**src/rtl/fuse_rd_pkg.sv**
```systemverilog
package fuse_rd_pkg;

   typedef enum logic [2:0] {
      ST_IDLE,
      ST_CSEL,
      ST_SETTLE,
      ST_ADDR,
      ST_STROBE,
      ST_HOLD
   } seq_st_e;

   typedef struct packed {
      logic sel;
      logic rd_mode;
      logic prog_en;
      logic strobe;
   } fuse_pins_t;

   localparam fuse_pins_t PINS_STANDBY = '{sel: 1'b1, rd_mode: 1'b0, prog_en: 1'b1, strobe: 1'b0};

endpackage

```
**src/rtl/fuse_phase_timer.sv**
```systemverilog
module fuse_phase_timer #(
   parameter int TMR_W = 4
) (
   input  logic             clk,
   input  logic             rst_n,
   input  logic             load_i,
   input  logic [TMR_W-1:0] len_i,
   output logic             expire_o
);
   logic [TMR_W-1:0] cnt_q;

   always_ff @(posedge clk or negedge rst_n) begin
      if (!rst_n)             cnt_q <= '0;
      else if (load_i)        cnt_q <= len_i - 1'b1;
      else if (cnt_q != '0)   cnt_q <= cnt_q - 1'b1;
   end

   assign expire_o = (cnt_q == '0);
endmodule

```
**src/rtl/fuse_pin_map.sv**
```systemverilog
module fuse_pin_map
   import fuse_rd_pkg::*;
#(
   parameter int ADDR_W = 10
) (
   input  seq_st_e           st_i,
   input  logic [ADDR_W-1:0] addr_i,
   output fuse_pins_t        pins_o,
   output logic [ADDR_W-1:0] addr_o
);
   always_comb begin
      pins_o = PINS_STANDBY;
      addr_o = '0;
      unique case (st_i)
         ST_IDLE: ;
         ST_CSEL:   pins_o = '{sel: 1'b1, rd_mode: 1'b0, prog_en: 1'b0, strobe: 1'b0};
         ST_SETTLE: pins_o = '{sel: 1'b0, rd_mode: 1'b1, prog_en: 1'b1, strobe: 1'b0};
         ST_ADDR, ST_HOLD: begin
            pins_o = '{sel: 1'b0, rd_mode: 1'b1, prog_en: 1'b1, strobe: 1'b0};
            addr_o = addr_i;
         end
         ST_STROBE: begin
            pins_o = '{sel: 1'b0, rd_mode: 1'b1, prog_en: 1'b1, strobe: 1'b1};
            addr_o = addr_i;
         end
         default: ;
      endcase
   end
endmodule

```
**src/rtl/fuse_byte_capture.sv**
```systemverilog
module fuse_byte_capture #(
   parameter int DOUT_W = 32
) (
   input  logic              clk,
   input  logic              rst_n,
   input  logic              take_i,
   input  logic [DOUT_W-1:0] dout_i,
   output logic              vld_o,
   output logic [7:0]        byte_o
);
   logic [7:0] low_byte;

   generate
      if (DOUT_W == 8) begin : g_exact
         assign low_byte = dout_i;
      end else begin : g_slice
         logic [DOUT_W-9:0] unused_hi;
         assign unused_hi = dout_i[DOUT_W-1:8];
         assign low_byte  = dout_i[7:0];
      end
   endgenerate

   always_ff @(posedge clk or negedge rst_n) begin
      if (!rst_n) begin
         vld_o  <= 1'b0;
         byte_o <= '0;
      end else begin
         vld_o <= take_i;
         if (take_i) byte_o <= low_byte;
      end
   end
endmodule

```
**src/rtl/fuse_read_seq.sv**
```systemverilog
module fuse_read_seq
   import fuse_rd_pkg::*;
#(
   parameter int CYCLES_PER_US = 50,
   parameter int PHASE_US      = 2,
   parameter int CS_ONLY_CYC   = 1,
   parameter int ADDR_LSB      = 6,
   parameter int ADDR_MSB      = 15,
   parameter int CNT_W         = 8,
   parameter int DOUT_W        = 32
) (
   input  logic                         clk,
   input  logic                         rst_n,
   input  logic                         start_i,
   input  logic [ADDR_MSB-ADDR_LSB:0]   start_addr_i,
   input  logic [CNT_W-1:0]             byte_cnt_i,
   input  logic [DOUT_W-1:0]            fuse_dout_i,
   output logic                         fuse_sel_o,
   output logic                         fuse_rd_mode_o,
   output logic                         fuse_prog_en_o,
   output logic                         fuse_strobe_o,
   output logic [ADDR_MSB-ADDR_LSB:0]   fuse_addr_o,
   output logic                         busy_o,
   output logic                         byte_vld_o,
   output logic [7:0]                   byte_o,
   output logic                         done_o
);
   localparam int ADDR_W  = ADDR_MSB - ADDR_LSB + 1;
   localparam int PH_CYC  = CYCLES_PER_US * PHASE_US;
   localparam int MAX_CYC = (PH_CYC > CS_ONLY_CYC) ? PH_CYC : CS_ONLY_CYC;
   localparam int TMR_W   = $clog2(MAX_CYC + 1);

   generate
      if (CYCLES_PER_US < 1 || PHASE_US < 1) begin : g_bad_rate
         $error("fuse_read_seq: phase length must be at least one cycle");
      end
      if (CS_ONLY_CYC < 1) begin : g_bad_cs
         $error("fuse_read_seq: CS_ONLY_CYC must be at least 1");
      end
      if (ADDR_MSB < ADDR_LSB) begin : g_bad_field
         $error("fuse_read_seq: empty address field");
      end
      if (DOUT_W < 8 || CNT_W < 1) begin : g_bad_width
         $error("fuse_read_seq: data word below 8 bits or empty count");
      end
   endgenerate

   seq_st_e           st_q, st_d;
   logic [ADDR_W-1:0] addr_q;
   logic [CNT_W-1:0]  remain_q;
   logic              done_q;
   logic              adv, take, expire, last_byte, accept, zero_req;
   logic [TMR_W-1:0]  len_d;
   fuse_pins_t        pins;

   assign accept    = (st_q == ST_IDLE) && start_i;
   assign zero_req  = accept && (byte_cnt_i == '0);
   assign last_byte = (remain_q == CNT_W'(1));

   always_comb begin
      st_d = st_q;
      take = 1'b0;
      unique case (st_q)
         ST_IDLE:   if (accept && !zero_req) st_d = ST_CSEL;
         ST_CSEL:   if (expire) st_d = ST_SETTLE;
         ST_SETTLE: if (expire) st_d = ST_ADDR;
         ST_ADDR:   if (expire) st_d = ST_STROBE;
         ST_STROBE: if (expire) begin st_d = ST_HOLD; take = 1'b1; end
         ST_HOLD:   if (expire) st_d = last_byte ? ST_IDLE : ST_ADDR;
         default:   st_d = ST_IDLE;
      endcase
      adv   = (st_d != st_q) && (st_d != ST_IDLE);
      len_d = (st_d == ST_CSEL) ? TMR_W'(CS_ONLY_CYC) : TMR_W'(PH_CYC);
   end

   always_ff @(posedge clk or negedge rst_n) begin
      if (!rst_n) begin
         st_q     <= ST_IDLE;
         addr_q   <= '0;
         remain_q <= '0;
         done_q   <= 1'b0;
      end else begin
         st_q   <= st_d;
         done_q <= zero_req || ((st_q == ST_HOLD) && expire && last_byte);
         if (accept) begin
            addr_q   <= start_addr_i;
            remain_q <= byte_cnt_i;
         end else if ((st_q == ST_HOLD) && expire && !last_byte) begin
            addr_q   <= addr_q + 1'b1;
            remain_q <= remain_q - 1'b1;
         end
      end
   end

   fuse_phase_timer #(.TMR_W(TMR_W)) u_timer (
      .clk      (clk),
      .rst_n    (rst_n),
      .load_i   (adv),
      .len_i    (len_d),
      .expire_o (expire)
   );

   fuse_pin_map #(.ADDR_W(ADDR_W)) u_pins (
      .st_i   (st_q),
      .addr_i (addr_q),
      .pins_o (pins),
      .addr_o (fuse_addr_o)
   );

   fuse_byte_capture #(.DOUT_W(DOUT_W)) u_cap (
      .clk    (clk),
      .rst_n  (rst_n),
      .take_i (take),
      .dout_i (fuse_dout_i),
      .vld_o  (byte_vld_o),
      .byte_o (byte_o)
   );

   assign fuse_sel_o     = pins.sel;
   assign fuse_rd_mode_o = pins.rd_mode;
   assign fuse_prog_en_o = pins.prog_en;
   assign fuse_strobe_o  = pins.strobe;
   assign busy_o         = (st_q != ST_IDLE);
   assign done_o         = done_q;

   // read mode is entered only from the select-only step
   p_entry_order_r2: assert property (@(posedge clk) disable iff (!rst_n)
      $rose(fuse_rd_mode_o) |-> $past(fuse_sel_o && !fuse_prog_en_o) && fuse_prog_en_o && !fuse_sel_o);

   // address frozen while strobe is high
   p_addr_stable_r3: assert property (@(posedge clk) disable iff (!rst_n)
      (fuse_strobe_o && $past(fuse_strobe_o)) |-> $stable(fuse_addr_o));

   // strobe only inside read mode
   p_strobe_in_read_r4: assert property (@(posedge clk) disable iff (!rst_n)
      fuse_strobe_o |-> (fuse_rd_mode_o && fuse_prog_en_o && !fuse_sel_o));

   // captured byte appears as the strobe falls
   p_vld_at_fall_r5: assert property (@(posedge clk) disable iff (!rst_n)
      byte_vld_o |-> (!fuse_strobe_o && $past(fuse_strobe_o)));

   // completion leaves the pins in standby
   p_done_standby_r7: assert property (@(posedge clk) disable iff (!rst_n)
      done_o |-> (fuse_sel_o && fuse_prog_en_o && !fuse_rd_mode_o && !fuse_strobe_o
                  && fuse_addr_o == '0 && !busy_o));

   // the select-only step never starts from a busy sequence
   p_entry_from_idle_r8: assert property (@(posedge clk) disable iff (!rst_n)
      (fuse_sel_o && !fuse_prog_en_o && !$past(fuse_sel_o && !fuse_prog_en_o)) |-> !$past(busy_o));

   // zero-length request finishes next cycle without a strobe
   p_zero_cnt_r9: assert property (@(posedge clk) disable iff (!rst_n)
      (!busy_o && start_i && byte_cnt_i == '0) |=> (done_o && !busy_o && !fuse_strobe_o));
endmodule

```
**config.mk**
```make
export PLATFORM = sky130hd
export DESIGN_NAME = fuse_read_seq
export DESIGN_NICKNAME = d
export VERILOG_FILES = /design/src/rtl/fuse_rd_pkg.sv /design/src/rtl/fuse_phase_timer.sv /design/src/rtl/fuse_pin_map.sv /design/src/rtl/fuse_byte_capture.sv /design/src/rtl/fuse_read_seq.sv
export SDC_FILE = /design/constraint.sdc
export NUM_CORES = 1
export LEC_CHECK = 0
export ABC_AREA = 1
export BUFFER_PORTS_ARGS = -buffer_cell sky130_fd_sc_hd__buf_2
export CAP_MARGIN = 20
export CORE_ASPECT_RATIO = 1.25
export CORE_UTILIZATION = 45
export CTS_BUF_LIST = sky130_fd_sc_hd__clkbuf_2
export DETAILED_ROUTE_END_ITERATION = 6
export GPL_TIMING_DRIVEN = 0
export HOLD_SLACK_MARGIN = 0.03
export MAX_ROUTING_LAYER = met4
export PLACE_DENSITY_LB_ADDON = 0.1
export REMOVE_ABC_BUFFERS = 1
export SYNTH_ARGS = -nofsm -noshare
export SYNTH_HDL_FRONTEND = slang
export SYNTH_SLANG_ARGS = --single-unit
```
**constraint.sdc**
```tcl
create_clock -name clk -period 2.9 [get_ports clk]
set_input_delay 0.58 -clock clk [delete_from_list [all_inputs] [get_ports clk]]
set_output_delay 0.58 -clock clk [all_outputs]
set_load 0.05 [all_outputs]
```
==> run summary, run 1 <==
Area of the core: 4800 sq um
Crit. Startpoint: st_q[0]$_DFF_PN0_
Critical Path End Type: output port
PwrDens: 1100 nW/um^2
Die area: 5360 sq um
Synthesized area per cell: 7.55 sq um
Rows: 28
GRT Util Overall: 21.9%
Share of the synthesized area in the top cell type: 41.7%
Post-DR vias/cell: 5.00
Slew Limit Fails: 0
Register area share after synthesis: 41.7%
Layout net count: 418
Crit path DAT: 2.08 ns
CP Cell Sequence: inv_2 > nor3_2 > a21oi_1 > nor2_1 > buf_2
Synth cell count leaders: nand2_1 (86), nor2_1 (42), dfrtp_1 (38)
RSZ-0062 raised after global routing: no
Launching point of the worst reg2reg path: u_timer.cnt_q[0]$_DFFE_PN0P_
Multi-input logic area: 1190 sq um
Clk pin slew, worst setup/hold paths: 0.21 ns
H-tree levels: 2
Hold slack: 0.254 ns
Synthesized area: 2280 sq um
Simple-gate share of the synthesized area: 33.3%
Max Fanout on Critical Path: 10
HPWL after detailed placement: 3.75 mm
Max VDD drop: 0.731 mV
Top delay family on crit path: compound AO/OA/AOI/OAI gates
Top_reg_cell synth: dfrtp_1
Worst clock skew: 0.0257 ns
Synth warn: 0
P_leak: 1.38 nW
Setup CP Type: flop to output port
End of the worst register-to-register path: u_timer.cnt_q[6]$_DFFE_PN0P_
Filler cells: 470
Syn-to-layout area delta: 18.7%
Longest Clk Path Bufs: 2
Routed vias: 2103
Pin count of the biggest net entering global routing: 39
First-pass GRT wire length: 8.73 mm
First drt pass iteration count: 4
R2R cell count: 18
Post-placement setup slack: 0.290 ns
Seq cells post-synth: 38
Post-Synth XOR/XNOR Area: 4.61%
Design Area, Final: 2710 sq um
DR WL/cell: 12.1 microns
Placer Congestion: 0.836
Crit path largest cell delay: 0.61 ns
Slew HR: 42.1%
Post-Syn Instances: 302
Worst R2R Setup Slack: 0.40 ns
DRC: 0
Clk sinks: 38
Die Y: 81.6 microns
Synth Area in Adders: 2.74%
Largest area contributor in the synthesized netlist: dfrtp_1
Root Buffer: clkbuf_2
CP Depth: 5
Iter 0 DRT Violations: 61
Die W: 65.7 microns
Most numerous cell in the Yosys netlist: nand2_1
IO Count: 78
Initial antenna violation count: 0
Setup crit end: fuse_addr_o[2]
Worst skew pair latency: 0.40 ns
TritonCTS clock tree: built
Worst-Margin Slew: 0.868 ns
Status: finished clean
Register Area: 952 sq um
Vias in the first global route: 2027
TNS Setup: 0 ns
Async set-or-reset flop fraction in the synthesized netlist: 100%
Mux contribution to synthesized area: 0%
Max-Cap Viols: 0
Hold crit path type: input pin to asynchronous set/reset pin
Pwr Total: 2.99 mW
Final hold vios: 0
Largest cells by area after synthesis: dfrtp_1 (42%), nand2_1 (14%), nor2_1 (6.9%), inv_1 (5.9%), xor2_1 (3.5%)
Num CTS Buffers: 5
EDFF count, synth: 0
Routed Antenna Nets: 0
Starting density of the core: 47.5%
Largest family of logic cells by synthesized area: simple AND/OR/NAND/NOR gates
Buf+Inv Stages, Crit Path: 2
Share of cells above drive strength 1: 24.7%
Slowest CP cell: a21oi_1
Final setup viols: 0
Fin crit share: 91.6%
Diodes inserted: 0
Setup ws final: 0.244 ns
Synth cell types: 35
Placed instance area: 2610 sq um
Max Clk Rate: 377 MHz
Crit path time final: 2.66 ns
GRT overflow: 0
CP required: 2.32 ns
Final wirelength: 5.08 mm
CP Launch Type: flop
Port bufs: 53
Synth Area in Compound Gates: 10.5%
-- final cells by class --
cell class	instances	area share, %
repair buffers	54	10.1
inverters	40	5.55
clock inverters	1	1.11
flip-flops and latches	38	35.2
well taps	60	2.78
multi-input cells	221	44.0
clock buffers	7	1.30
-- worst register-to-register path, stage by stage (launching register included) --
cell	delay [ns]
dfrtp_1	0.45
nor2_1	0.14
nand2_2	0.12
nor2_8	0.21
nand2_4	0.12
o21ai_2	0.07
nor2_1	0.05
nand2_1	0.09
nand2_2	0.07
nand2_1	0.06
nand2_1	0.06
nand2_2	0.09
nand3_1	0.19
o21ai_2	0.13
ha_1	0.18
inv_1	0.06
nor2_2	0.11
nand3_1	0.08
a21oi_1	0.15
-- power by group --
part / total (mW) / internal (mW) / switching, mW / leakage [nW]
combinational: 1.78 / 0.571 / 1.21 / 0.909
sequential: 0.870 / 0.723 / 0.147 / 0.430
clock: 0.334 / 0.154 / 0.180 / 0.0432
total: 2.99 / 1.45 / 1.54 / 1.38
-- stage by stage --
stage	cells	util, %
after floorplan	299	-
after global placement	412	54.3
after detailed placement	412	54.3
after CTS	420	55.7
after global routing	421	56.4
final	421	56.4
-- routing by layer --
metal  track usage, %  vias to the layer above  part of all wire, %
li1                 -                     1089                    -
met3             4.44                        4                  4.6
met4             7.39                        0                 0.91
met2             38.1                       56                   51
met5                -                        -                    0
met1             24.8                      954                   44
-- worst min path at each step --
| stage | startpoint | to | cells past startpoint | slack (ns) |
|---|---|---|---|---|
| after floorplan | rst_n | addr_q[0]$_DFFE_PN0P_ | 0 | 0.28 |
| after global placement | u_cap.byte_o[2]$_DFFE_PN0P_ | u_cap.byte_o[2]$_DFFE_PN0P_ | 2 | 0.46 |
| after detailed placement | u_cap.byte_o[0]$_DFFE_PN0P_ | u_cap.byte_o[0]$_DFFE_PN0P_ | 2 | 0.46 |
| after CTS | rst_n | remain_q[4]$_DFFE_PN0P_ | 1 | 0.28 |
| after global routing | rst_n | remain_q[3]$_DFFE_PN0P_ | 1 | 0.30 |
| final | rst_n | remain_q[4]$_DFFE_PN0P_ | 1 | 0.25 |
-- kinds of logic (layout without fill, tap and decap cells) --
kind of cell,Yosys count,count (layout)
AND/OR/NAND/NOR,170,170
buffers and inverters,43,102
flip-flops,38,38
AO/OA/AOI/OAI,34,34
XOR/XNOR,12,12
adder cells (fa/ha/maj),5,5
-- state kept, by name (all words and copies together) (netlist names) --
signal         cells
u_cap.byte_o       8
st_q               3
remain_q           8
addr_q            10
done_o             1
u_cap.vld_o        1
u_timer.cnt_q      7
-- cell usage in the layout (no fill, tap or decap), types with 7 or more instances in the layout --
cell type,n
dfrtp_1,37
nand2_1,86
a21oi_1,7
nand3_1,15
o221ai_1,8
nor2_1,40
buf_2,53
inv_1,36
xor2_1,9
nand2_2,9
clkbuf_2,7
-- what timing repair did --
action / 4_1_cts / 5_1_grt
hold buffers: 0 / 0
resized for setup: 0 / 8
setup buffers: 0 / 1
setup endpoints to repair: 0 / 2
No activity file was read; power rests on OpenSTA's default activity.
==> run 2: changes to the inputs <==
==> constraint.sdc (replaced) <==
create_clock -name clk -period 3.45 [get_ports clk]
set_input_delay 0.69 -clock clk [delete_from_list [all_inputs] [get_ports clk]]
set_output_delay 0.69 -clock clk [all_outputs]
set_load 0.05 [all_outputs]
==> run 2 against run 1 <==
Critical endpoint is now fuse_addr_o[0]. Global-route usage unchanged. Highest routed layer unchanged. Largest power group unchanged. Count of clock-buffer cells in the layout did not move. Non-clock buffer count is 1 lower. Worst hold slack better by 0.094 ns. Setup slack better by 0.43 ns.
==> run summary, run 2 (synthesis gave the netlist of run 1 again) <==
HPWL after detailed placement: 3.75 mm
Area of the core: 4800 sq um
Clk sinks: 38
TritonCTS clock tree: built
Max reg flops: 10
P_leak: 1.38 nW
Max Fanout on Critical Path: 10
Worst clock skew: 0.0343 ns
Status: finished clean
Post-CTS Repair Setup Buffers: 0
Post-DR vias/cell: 5.03
Hold slack: 0.348 ns
Hold-fix buffers, CTS: 0
Filler cells: 471
First-pass GRT wire length: 8.73 mm
Hold crit path type: input pin to asynchronous set/reset pin
Final setup viols: 0
Worst-Margin Slew: 0.867 ns
Clk pin slew, worst setup/hold paths: 0.22 ns
Crit path DAT: 2.08 ns
Routed Antenna Nets: 0
Crit path largest cell delay: 0.62 ns
Initial antenna violation count: 0
Root Buffer: clkbuf_2
H-tree levels: 2
DR WL/cell: 12.1 microns
Vias in the first global route: 2027
PwrDens: 931 nW/um^2
CP Launch Type: flop
First drt pass iteration count: 5
Worst skew pair latency: 0.41 ns
Critical Path End Type: output port
Longest Clk Path Bufs: 2
Max Clk Rate: 361 MHz
Iter 0 DRT Violations: 69
Final wirelength: 5.10 mm
Syn-to-layout area delta: 17.2%
Die W: 65.7 microns
Pin count of the biggest net entering global routing: 39
Die Y: 81.6 microns
Largest reg by FF count: addr_q
Share of cells above drive strength 1: 23.3%
CP required: 2.76 ns
Diodes inserted: 0
Most common cell after layout, fill and taps aside: nand2_1
Slew Limit Fails: 0
Num CTS Buffers: 5
Slew HR: 42.2%
IO Count: 78
Final hold vios: 0
Placer Congestion: 0.836
Routed vias: 2114
Die area: 5360 sq um
Pwr Total: 2.49 mW
Most frequent cells in the layout: nand2_1 (86), buf_2 (53), nor2_1 (42), dfrtp_1 (38), inv_1 (36)
Max VDD drop: 0.616 mV
Post_cts resized: 0
Port bufs: 53
RSZ-0062 raised after global routing: no
GRT overflow: 0
CP Cell Sequence: inv_2 > nor3_2 > a21oi_1 > nor2_1 > buf_2
DRC: 0
Setup CP Type: flop to output port
Slowest CP cell: a21oi_1
GRT Util Overall: 21.9%
TNS Setup: 0 ns
Fin crit share: 80.3%
Max-Cap Viols: 0
Largest regs: addr_q (10), remain_q (8), u_cap.byte_o (8)
Starting density of the core: 47.5%
Layout net count: 417
Rows: 28
Crit path time final: 2.77 ns
[run 2: cell type report]
type	instances	area, sq um	area share [%]
Sequential cell	38	951	35.6
Inverter	40	150	5.62
Clock inverter	1	30.0	1.12
Tap cell	60	75.1	2.81
Clock buffer	7	35.0	1.31
Multi-Input combinational cell	221	1170	43.6
Timing Repair Buffer	53	265	9.93
[run 2: report_power, final]
part | total, mW | leakage, nW | switching [mW] | internal, mW
Clock | 0.284 | 0.0432 | 0.155 | 0.129
Sequential | 0.732 | 0.430 | 0.125 | 0.607
Combinational | 1.47 | 0.902 | 1.00 | 0.467
Total | 2.49 | 1.38 | 1.28 | 1.20
[run 2: worst paths after layout]
path                       depth (start not counted)                   startpoint                           end  slack, ns
setup / recovery                                   5            st_q[1]$_DFF_PN0_                fuse_addr_o[0]       0.68
hold reg to reg                                    2  u_cap.byte_o[5]$_DFFE_PN0P_   u_cap.byte_o[5]$_DFFE_PN0P_       0.50
max in group asynchronous                          1                        rst_n  u_timer.cnt_q[0]$_DFFE_PN0P_       2.53
hold / removal                                     1                        rst_n       remain_q[3]$_DFFE_PN0P_       0.35
setup reg to reg                                  21      remain_q[1]$_DFFE_PN0P_  u_timer.cnt_q[6]$_DFFE_PN0P_       0.82
min in group clk                                   3               fuse_dout_i[3]   u_cap.byte_o[3]$_DFFE_PN0P_       0.45
[run 2: worst max-delay path: cells and delay by family, from the launching register on]
kind / cells / cell delay (ns)
simple gates: 2 / 0.16
flops: 1 / 0.49
buf+inv: 2 / 0.43
compound gates: 1 / 0.62
[run 2: layer usage]
layer / up-vias / share of wire, % / GRT usage, %
li1: 1089 / - / -
met1: 962 / 44 / 24.8
met2: 57 / 50 / 38.1
met3: 6 / 4.7 / 4.44
met4: 0 / 1.1 / 7.39
met5: - / 0 / -
[run 2: stage by stage]
| step | setup WS, ns | cells | area, sq um | utilization (%) |
|---|---|---|---|---|
| after floorplan | 0.836 | 299 | 2270 | - |
| after global placement | 0.793 | 412 | 2610 | 54.3 |
| after detailed placement | 0.730 | 412 | 2610 | 54.3 |
| after CTS | 0.640 | 420 | 2670 | 55.7 |
| after global routing | 0.415 | 420 | 2670 | 55.7 |
| final | 0.678 | 420 | 2670 | 55.7 |
==> run 3: changes to the inputs <==
==> constraint.sdc (replaced) <==
create_clock -name clk -period 2.8 [get_ports clk]
set_input_delay 0.56 -clock clk [delete_from_list [all_inputs] [get_ports clk]]
set_output_delay 0.56 -clock clk [all_outputs]
set_load 0.05 [all_outputs]
==> run 3 against run 2 <==
Sequential cell count unchanged. Clock power up 22%. Cell area up 3.5%. Global-route usage is the same. Final cell count grew 1.9%. Critical path type is now flop to flop.
==> run summary, run 3 (synthesis gave the netlist of run 1 again) <==
Post-DR vias/cell: 4.99
First drt pass iteration count: 4
Crit path DAT: 2.77 ns
DRC: 0
Largest regs: addr_q (10), remain_q (8), u_cap.byte_o (8)
Worst clock skew: 0.0265 ns
P_leak: 1.42 nW
Placed instance area: 2610 sq um
Max VDD drop: 0.848 mV
Fin crit share: 88.9%
Post-placement setup slack: 0.210 ns
Longest Clk Path Bufs: 2
Worst-Margin Slew: 0.866 ns
Root Buffer: clkbuf_2
Worst skew pair latency: 0.40 ns
Max reg flops: 10
Largest reg by FF count: addr_q
Setup CP Type: flop to flop
Critical Path End Type: flop
Hold crit path type: input pin to asynchronous set/reset pin
Port bufs: 53
Placed Cells: 412
Final wirelength: 5.20 mm
HPWL after detailed placement: 3.75 mm
Setup ws final: 0.310 ns
Initial antenna violation count: 0
Status: finished clean
Max-Cap Viols: 0
Share of cells above drive strength 1: 26.6%
Final hold vios: 0
Diodes inserted: 0
Starting density of the core: 47.5%
GRT Util Overall: 21.9%
Slew HR: 42.2%
Max Fanout on Critical Path: 6
Vias in the first global route: 2027
Iter 0 DRT Violations: 60
Slew Limit Fails: 0
Final setup viols: 0
H-tree levels: 2
Syn-to-layout area delta: 21.4%
Die W: 65.7 microns
Clk pin slew, worst setup/hold paths: 0.22 ns
Placer Congestion: 0.836
Layout net count: 425
TritonCTS clock tree: built
Num CTS Buffers: 5
Rows: 28
GRT overflow: 0
Final non-filler cell total: 428
Crit path time final: 2.49 ns
IO Count: 78
First-pass GRT wire length: 8.73 mm
Max Clk Rate: 402 MHz
Routed vias: 2136
Design Area, Final: 2770 sq um
Area of the core: 4800 sq um
Die area: 5360 sq um
Clk sinks: 38
PwrDens: 1180 nW/um^2
Pin count of the biggest net entering global routing: 39
CP required: 3.08 ns
CP Launch Type: flop
Most frequent cells in the layout: nand2_1 (86), buf_2 (53), nor2_1 (40), dfrtp_1 (37), inv_1 (36)
Die Y: 81.6 microns
Routed Antenna Nets: 0
DR WL/cell: 12.1 microns
R2R cell count: 22
Most common cell after layout, fill and taps aside: nand2_1
-- run 3: path summary, 6_finish.rpt --
kind / from / endpoint / slack [ns]
min in group clk: fuse_dout_i[3] / u_cap.byte_o[3]$_DFFE_PN0P_ / 0.33
max in group asynchronous: rst_n / st_q[1]$_DFF_PN0_ / 1.95
max reg2reg: remain_q[1]$_DFFE_PN0P_ / u_timer.cnt_q[6]$_DFFE_PN0P_ / 0.31
max: remain_q[1]$_DFFE_PN0P_ / u_timer.cnt_q[6]$_DFFE_PN0P_ / 0.31
min: rst_n / remain_q[4]$_DFFE_PN0P_ / 0.23
min reg2reg: u_cap.byte_o[5]$_DFFE_PN0P_ / u_cap.byte_o[5]$_DFFE_PN0P_ / 0.50
-- run 3: what timing repair did --
| action | 4_1_cts | 5_1_grt |
|---|---|---|
| resized for setup | 0 | 10 |
| hold buffers | 0 | 0 |
| setup endpoints to repair | 0 | 11 |
| setup buffers | 0 | 8 |
-- run 3: stage by stage --
step           total power, mW  setup TNS, ns  hold slack [ns]  util [%]
6_report                  3.26              0            0.229      57.6
5_1_grt                   3.55       -0.00763            0.279      57.6
4_1_cts                   3.09              0            0.257      55.7
3_5_place_dp              2.73              0            0.464      54.3
3_3_place_gp              2.70              0            0.460      54.3
2_1_floorplan             2.38              0            0.264         -
-- run 3: layout make-up --
| class | instances | area, sq um |
|---|---|---|
| well taps | 60 | 75.1 |
| clock buffers | 7 | 35.0 |
| flip-flops and latches | 38 | 952 |
| fillers | 462 | 2030 |
| multi-input cells | 221 | 1200 |
| clock inverters | 1 | 30.0 |
| inverters | 40 | 150 |
| repair buffers | 61 | 325 |
-- run 3: per-layer routing --
| metal | routed length (microns) | track usage [%] | part of all wire [%] | vias up |
|---|---|---|---|---|
| met5 | 0 | - | 0 | - |
| met4 | 68 | 7.39 | 1.3 | 0 |
| met3 | 200 | 4.44 | 3.8 | 7 |
| met2 | 2590 | 38.1 | 50 | 46 |
| met1 | 2340 | 24.8 | 45 | 983 |
| li1 | - | - | - | 1100 |
-- run 3: worst max-delay path, cell delays in order (launching register included) --
cell and delay, ns:
dfrtp_1 0.43, inv_1 0.09, ha_1 0.15, nand2_1 0.08, nor2_4 0.14, inv_1 0.07, nand2_1 0.08, nand3_1 0.06
nand2_1 0.06, nand2_1 0.07, nand2_2 0.09, nand2_1 0.05, nand2_1 0.07, nand2_2 0.08, nand2_4 0.10, inv_1 0.05
o21ai_2 0.13, ha_1 0.19, inv_1 0.06, nor2_2 0.12, nand2_1 0.07, nand2_1 0.07, a21oi_1 0.05
-- run 3: where the power goes --
| part | internal [mW] | leakage [nW] | switching, mW |
|---|---|---|---|
| logic | 0.704 | 0.947 | 1.31 |
| registers | 0.749 | 0.430 | 0.154 |
| clock network | 0.159 | 0.0432 | 0.188 |
